--- config.mk ---
export PLATFORM = sky130hd
export DESIGN_NAME = adbus_host
export DESIGN_NICKNAME = d
export VERILOG_FILES = /design/src/rtl/adbus_pkg.sv /design/src/rtl/adbus_seq.sv /design/src/rtl/adbus_regs.sv /design/src/rtl/adbus_drive.sv /design/src/rtl/adbus_host.sv
export SDC_FILE = /design/constraint.sdc
export NUM_CORES = 1
export LEC_CHECK = 0
export ABC_AREA = 1
export CAP_MARGIN = 0
export CORE_ASPECT_RATIO = 0.7
export CORE_UTILIZATION = 42
export DETAILED_ROUTE_END_ITERATION = 6
export HOLD_SLACK_MARGIN = 0.03
export MAX_ROUTING_LAYER = met4
export PLACE_DENSITY_LB_ADDON = 0.1
export SYNTH_ARGS = -nofsm -noshare
export SYNTH_HDL_FRONTEND = slang
export SYNTH_HIERARCHICAL = 1
export SYNTH_SLANG_ARGS = --single-unit
export TNS_END_PERCENT = 100
--- constraint.sdc ---
create_clock -name clk -period 1.63 [get_ports clk]
set_input_delay 0.326 -clock clk [delete_from_list [all_inputs] [get_ports clk]]
set_output_delay 0.326 -clock clk [all_outputs]
set_load 0.03 [all_outputs]
--- src/rtl/adbus_pkg.sv ---
package adbus_pkg;
  typedef enum logic [3:0] {
    ST_IDLE,
    ST_ALE_U,
    ST_HOLD_U,
    ST_ALE_L,
    ST_HOLD_L,
    ST_TURN,
    ST_RD,
    ST_WR,
    ST_WHOLD,
    ST_DONE
  } adbus_state_e;
endpackage

--- src/rtl/adbus_seq.sv ---
module adbus_seq
  import adbus_pkg::*;
#(
  parameter int STROBE_CYC = 2
) (
  input  logic         clk,
  input  logic         rst_n,
  input  logic         start,
  input  logic         start_wide,
  input  logic         txn_write,
  output adbus_state_e state,
  output logic         strobe_last
);
  localparam int CNT_W = (STROBE_CYC > 1) ? $clog2(STROBE_CYC) : 1;
  localparam logic [CNT_W-1:0] CNT_LAST = CNT_W'(STROBE_CYC - 1);

  adbus_state_e state_d;
  logic [CNT_W-1:0] cnt_q, cnt_d;
  logic in_strobe;

  assign in_strobe   = (state == ST_RD) || (state == ST_WR);
  assign strobe_last = in_strobe && (cnt_q == CNT_LAST);

  always_comb begin
    state_d = state;
    unique case (state)
      ST_IDLE:   if (start) state_d = start_wide ? ST_ALE_L : ST_ALE_U;
      ST_ALE_U:  state_d = ST_HOLD_U;
      ST_HOLD_U: state_d = ST_ALE_L;
      ST_ALE_L:  state_d = ST_HOLD_L;
      ST_HOLD_L: state_d = txn_write ? ST_WR : ST_TURN;
      ST_TURN:   state_d = ST_RD;
      ST_RD:     if (strobe_last) state_d = ST_DONE;
      ST_WR:     if (strobe_last) state_d = ST_WHOLD;
      ST_WHOLD:  state_d = ST_DONE;
      ST_DONE:   state_d = ST_IDLE;
      default:   state_d = ST_IDLE;
    endcase
  end

  always_comb begin
    cnt_d = '0;
    if (in_strobe) cnt_d = cnt_q + 1'b1;
  end

  always_ff @(posedge clk or negedge rst_n) begin
    if (!rst_n) begin
      state <= ST_IDLE;
      cnt_q <= '0;
    end else begin
      state <= state_d;
      cnt_q <= cnt_d;
    end
  end
endmodule

--- src/rtl/adbus_regs.sv ---
module adbus_regs #(
  parameter int ADDR_W = 24,
  parameter int DATA_W = 16
) (
  input  logic              clk,
  input  logic              rst_n,
  input  logic              load_en,
  input  logic              cap_en,
  input  logic              in_write,
  input  logic              in_wide,
  input  logic [ADDR_W-1:0] in_addr,
  input  logic [DATA_W-1:0] in_wdata,
  input  logic [DATA_W-1:0] pin_data,
  output logic              txn_write,
  output logic              txn_wide,
  output logic [ADDR_W-1:0] txn_addr,
  output logic [DATA_W-1:0] txn_wdata,
  output logic [DATA_W-1:0] rdata
);
  localparam int BYTE_W = 8;

  logic [DATA_W-1:0] rdata_d;

  always_comb begin
    if (txn_wide) rdata_d = pin_data;
    else          rdata_d = {{(DATA_W-BYTE_W){1'b0}}, pin_data[BYTE_W-1:0]};
  end

  always_ff @(posedge clk or negedge rst_n) begin
    if (!rst_n) begin
      txn_write <= 1'b0;
      txn_wide  <= 1'b0;
      txn_addr  <= '0;
      txn_wdata <= '0;
    end else if (load_en) begin
      txn_write <= in_write;
      txn_wide  <= in_wide;
      txn_addr  <= in_addr;
      txn_wdata <= in_wdata;
    end
  end

  always_ff @(posedge clk or negedge rst_n) begin
    if (!rst_n)      rdata <= '0;
    else if (cap_en) rdata <= rdata_d;
  end
endmodule

--- src/rtl/adbus_drive.sv ---
module adbus_drive
  import adbus_pkg::*;
#(
  parameter int ADDR_W = 24,
  parameter int DATA_W = 16
) (
  input  adbus_state_e      state,
  input  logic              txn_wide,
  input  logic [ADDR_W-1:0] txn_addr,
  input  logic [DATA_W-1:0] txn_wdata,
  output logic [DATA_W-1:0] ad_out,
  output logic              ad_oe,
  output logic              ale,
  output logic              rd_n,
  output logic              wr_n,
  output logic              done,
  output logic              ready
);
  localparam int BYTE_W = 8;
  localparam int UP_W   = ADDR_W - DATA_W;

  always_comb begin
    ad_out = '0;
    ad_oe  = 1'b0;
    unique case (state)
      ST_ALE_U, ST_HOLD_U: begin
        ad_out = {{(DATA_W-UP_W){1'b0}}, txn_addr[ADDR_W-1:DATA_W]};
        ad_oe  = 1'b1;
      end
      ST_ALE_L, ST_HOLD_L: begin
        ad_out = txn_addr[DATA_W-1:0];
        ad_oe  = 1'b1;
      end
      ST_WR, ST_WHOLD: begin
        ad_out = txn_wide ? txn_wdata
                          : {{(DATA_W-BYTE_W){1'b0}}, txn_wdata[BYTE_W-1:0]};
        ad_oe  = 1'b1;
      end
      default: begin
        ad_out = '0;
        ad_oe  = 1'b0;
      end
    endcase
  end

  assign ale   = (state == ST_ALE_U) || (state == ST_ALE_L);
  assign rd_n  = (state != ST_RD);
  assign wr_n  = (state != ST_WR);
  assign done  = (state == ST_DONE);
  assign ready = (state == ST_IDLE);
endmodule

--- src/rtl/adbus_host.sv ---
module adbus_host
  import adbus_pkg::*;
#(
  parameter int STROBE_CYC = 2,
  parameter int ADDR_W     = 24,
  parameter int DATA_W     = 16
) (
  input  logic              clk,
  input  logic              rst_n,
  input  logic              req_valid,
  input  logic              req_write,
  input  logic              req_wide,
  input  logic [ADDR_W-1:0] req_addr,
  input  logic [DATA_W-1:0] req_wdata,
  output logic              req_ready,
  output logic              rsp_done,
  output logic [DATA_W-1:0] rsp_rdata,
  output logic [DATA_W-1:0] ad_out,
  output logic              ad_oe,
  input  logic [DATA_W-1:0] ad_in,
  output logic              ale,
  output logic              rd_n,
  output logic              wr_n
);
  adbus_state_e      state;
  logic              strobe_last;
  logic              start;
  logic              cap_en;
  logic              txn_write;
  logic              txn_wide;
  logic [ADDR_W-1:0] txn_addr;
  logic [DATA_W-1:0] txn_wdata;

  assign start  = req_valid && req_ready;
  assign cap_en = (state == ST_RD) && strobe_last;

  adbus_seq #(.STROBE_CYC(STROBE_CYC)) i_seq (
    .clk        (clk),
    .rst_n      (rst_n),
    .start      (start),
    .start_wide (req_wide),
    .txn_write  (txn_write),
    .state      (state),
    .strobe_last(strobe_last)
  );

  adbus_regs #(.ADDR_W(ADDR_W), .DATA_W(DATA_W)) i_regs (
    .clk      (clk),
    .rst_n    (rst_n),
    .load_en  (start),
    .cap_en   (cap_en),
    .in_write (req_write),
    .in_wide  (req_wide),
    .in_addr  (req_addr),
    .in_wdata (req_wdata),
    .pin_data (ad_in),
    .txn_write(txn_write),
    .txn_wide (txn_wide),
    .txn_addr (txn_addr),
    .txn_wdata(txn_wdata),
    .rdata    (rsp_rdata)
  );

  adbus_drive #(.ADDR_W(ADDR_W), .DATA_W(DATA_W)) i_drive (
    .state    (state),
    .txn_wide (txn_wide),
    .txn_addr (txn_addr),
    .txn_wdata(txn_wdata),
    .ad_out   (ad_out),
    .ad_oe    (ad_oe),
    .ale      (ale),
    .rd_n     (rd_n),
    .wr_n     (wr_n),
    .done     (rsp_done),
    .ready    (req_ready)
  );
endmodule

==> results.py <==
metrics = {
    "status": {
        "outcome": "finished with violations",
        "failed_checks": "setup timing",
    },
    "cells_and_area": {
        "nets": 577,
        "final_core_util_pct": 76.2,
        "syn_to_final_growth_pct": 72.7,
        "n_antenna_cell": 0,
        "nFillCells": 472,
        "drive_gt1_share_pct": 39.9,
    },
    "global_route": {
        "track_usage_pct": 24.0,
        "overflow": 0,
        "antenna_found_initial": 0,
        "grt_max_degree": 48,
        "grt_pass1_wl_um": 12900,
        "grt_pass1_vias": 2618,
    },
    "floorplanning": {
        "dieWidth_um": 103,
        "start_util_pct": 44.1,
        "die_area_sq_um": 7540,
        "io_pins": 99,
        "row_count": 25,
        "core_area_sq_um": 6850,
        "die_h_um": 73.0,
    },
    "timing": {
        "maxSlewHeadroom_pct": 69.7,
        "fin_crit_sh_pct": 123,
        "drv_slew": 0,
        "worstMarginPinSlew_ps": 455,
        "max_freq_mhz": 497,
        "setup_tns_ps": -9270,
        "fin_skew_ps": 8.32,
        "hold_violations": 0,
        "setup_ws_ps": -382,
        "period_needed_ps": 2010,
        "rsz0062_at_grt": "yes",
        "setup_viol": 66,
    },
    "cts": {
        "clock_latency_ps": 340,
        "cts_tree": "built",
        "h-tree-depth": 3,
        "cts_buffers": 9,
        "clkTransAtPathRegs_ps": 60,
        "clockRootBuffer": "clkbuf_8",
        "clkSinkCount": 63,
        "cts_buffer_depth": 2,
    },
    "yosys": {
        "synthesis.area_sq_um": 3020,
        "synth_edf_count": 0,
        "synth_area_leaders": "dfrtp_1, nand2_1, nand3_1",
        "syn_inst": 375,
        "yosysTopAreaCellShare_pct": 52.2,
        "async_flop_share_pct": 100,
        "synthTopCellsByCount": "nand2_1, dfrtp_1, nand3_1",
        "synth_warnings": 6,
        "yosysSeqAreaShare_pct": 52.2,
        "syn_nets": 436,
        "synth-seq-cells": 63,
        "synth_most_common_cell": "nand2_1",
        "yosys.area.top_type": "dfrtp_1",
        "syn_avg_cell_area_sq_um": 8.06,
        "yosys.cell_types.count": 25,
        "synth_ff_type": "dfrtp_1",
    },
    "worst_setup_path": {
        "cp_num_buf_inv": 2,
        "required_ps": 1300,
        "reg2reg_slack_ps": -160,
        "criticalPathCategory": "register to output pin",
        "worst-path-max-fanout": 8,
        "cp-start-kind": "register",
        "end_kind": "output pin",
        "path_delay_family": "simple AND/OR/NAND/NOR gates",
        "crit_chain": "inv_2 > nor2_4 > nand2_4 > nand2_8 > nand3_1 > nand2_1 > buf_6",
        "crit_slowest_cell": "dfrtp_2",
        "crit_arrival_ps": 1690,
        "crit_path_max_incr_delay_ps": 430,
    },
    "detailed_routing": {
        "post_drt_wl_per_cell_um": 16.2,
        "drc_errors": 0,
        "drt_wl_total_um": 9990,
        "dr.pass1.iters": 4,
        "dr.first_iter.drc_count": 214,
        "viasPerCell": 5.01,
        "postRouteAntennaNets": 0,
        "dr_total_vias": 3080,
    },
    "worst_hold_path": {
        "hold_class": "input pin to async pin",
    },
    "pwr": {
        "pwr_density_cell_nw_per_um2": 1850,
        "total_leakage_power_nw": 2.64,
        "ir_worst_vdd_mv": 1.16,
    },
    "placement": {
        "io_buffers": 98,
        "gp_congestion": 0.758,
        "dp_hpwl_um": 5320,
    },
    "job": {
        "maxCapViolations": 0,
    },
}
==> cell type report <==
class / instances / area [sq um] / area share (%)
inverter: 17 / 113 / 2.16
timing repair inverter: 2 / 27.5 / 0.527
timing repair buffer: 143 / 1570 / 30.1
tap: 94 / 118 / 2.25
clock inverter: 3 / 17.5 / 0.336
clock buffer: 13 / 159 / 3.04
multi-input combinational: 280 / 1630 / 31.3
sequential: 63 / 1580 / 30.3
==> metal layers <==
metal | track usage [%] | wire length, um | up-vias | part of all wire (%)
li1 | - | - | 1452 | -
met2 | 34.4 | 4970 | 123 | 50
met3 | 6.80 | 672 | 26 | 6.7
met5 | - | 0 | - | 0
met4 | 9.23 | 275 | 0 | 2.8
met1 | 32.2 | 4070 | 1479 | 41
==> logic make-up (layout without fill, tap and decap cells) <==
| family | Yosys count | in the layout | share of synthesized area [%] |
|---|---|---|---|
| simple gates | 274 | 276 | 38.5 |
| compound gates | 4 | 4 | 0.828 |
| buf+inv | 34 | 178 | 8.49 |
| flops | 63 | 63 | 52.2 |
==> per-stage QoR <==
step / hold slack, ps / area, sq um / std cells / setup WS (ps) / power (W)
6_report: 339 / 5220 / 615 / -382 / 0.00967
5_1_grt: 363 / 5220 / 615 / -440 / 0.0102
4_1_cts: 344 / 4560 / 592 / -303 / 0.00864
3_5_place_dp: 160 / 4120 / 569 / -33.4 / 0.00686
3_3_place_gp: 162 / 4120 / 569 / 8.62 / 0.00678
2_1_floorplan: 30.4 / 3060 / 375 / -49.1 / 0.00536
==> layout by cell type, fill, tap and decap left out, drive strengths merged <==
cell type and count:
dfrtp 63, nand2 221, inv 17, clkinvlp 1
nand4 10, dlygate4sd3 1, or2 1, nor2 15
nand3 28, o22ai 1, o221ai 1, dlygate4sd2 16
clkinv 4, nor4 1, clkbuf 18, clkdlybuf4s50 59
buf 62, o21ai 2
==> flip-flops by register name, indices dropped and copies added (netlist names) <==
signal / count
i_regs/rdata: 16
i_seq/state: 4
i_regs/txn_wide: 1
i_regs/txn_addr: 24
i_regs/txn_write: 1
i_regs/txn_wdata: 16
i_seq/cnt_q: 1
==> power breakdown <==
group,switching (W),internal [W]
sequential,0.000557,0.00224
combinational,0.00326,0.00238
clock,0.000597,0.000631
total,0.00441,0.00526
==> worst paths after layout <==
| path | end | from | depth (start not counted) |
|---|---|---|---|
| hold / removal | i_seq/state[0] | rst_n | 2 |
| setup / recovery | ad_out[12] | i_seq/state[2] | 7 |
| hold reg to reg | i_regs/rdata[0] | i_regs/rdata[0] | 2 |
| min in group clk | i_regs/rdata[0] | i_regs/rdata[0] | 2 |
| setup reg to reg | i_regs/txn_wdata[13] | i_seq/state[1] | 11 |
| max in group asynchronous | i_seq/state[2] | rst_n | 3 |
==> worst reg2reg max path: stages, from the launching register on <==
cell and delay, ps:
dfrtp_2 450, nor2_4 230, clkinv_4 100, buf_6 120
nor2_4 90, nand2_2 80, inv_4 80, buf_12 160
buf_12 130, inv_12 60, nand2_1 100, nand2_1 70
==> repair_timing <==
| action | 4_1_cts | 5_1_grt |
|---|---|---|
| hold buffers | 1 | 0 |
| pin swaps | 11 | 33 |
| setup endpoints to repair | 39 | 82 |
| hold endpoints to repair | 3 | 0 |
| cloned | 2 | 8 |
| gates resized for setup | 78 | 111 |
| buffers inserted | 4 | 15 |
No activity file was read; power rests on OpenSTA's default activity.
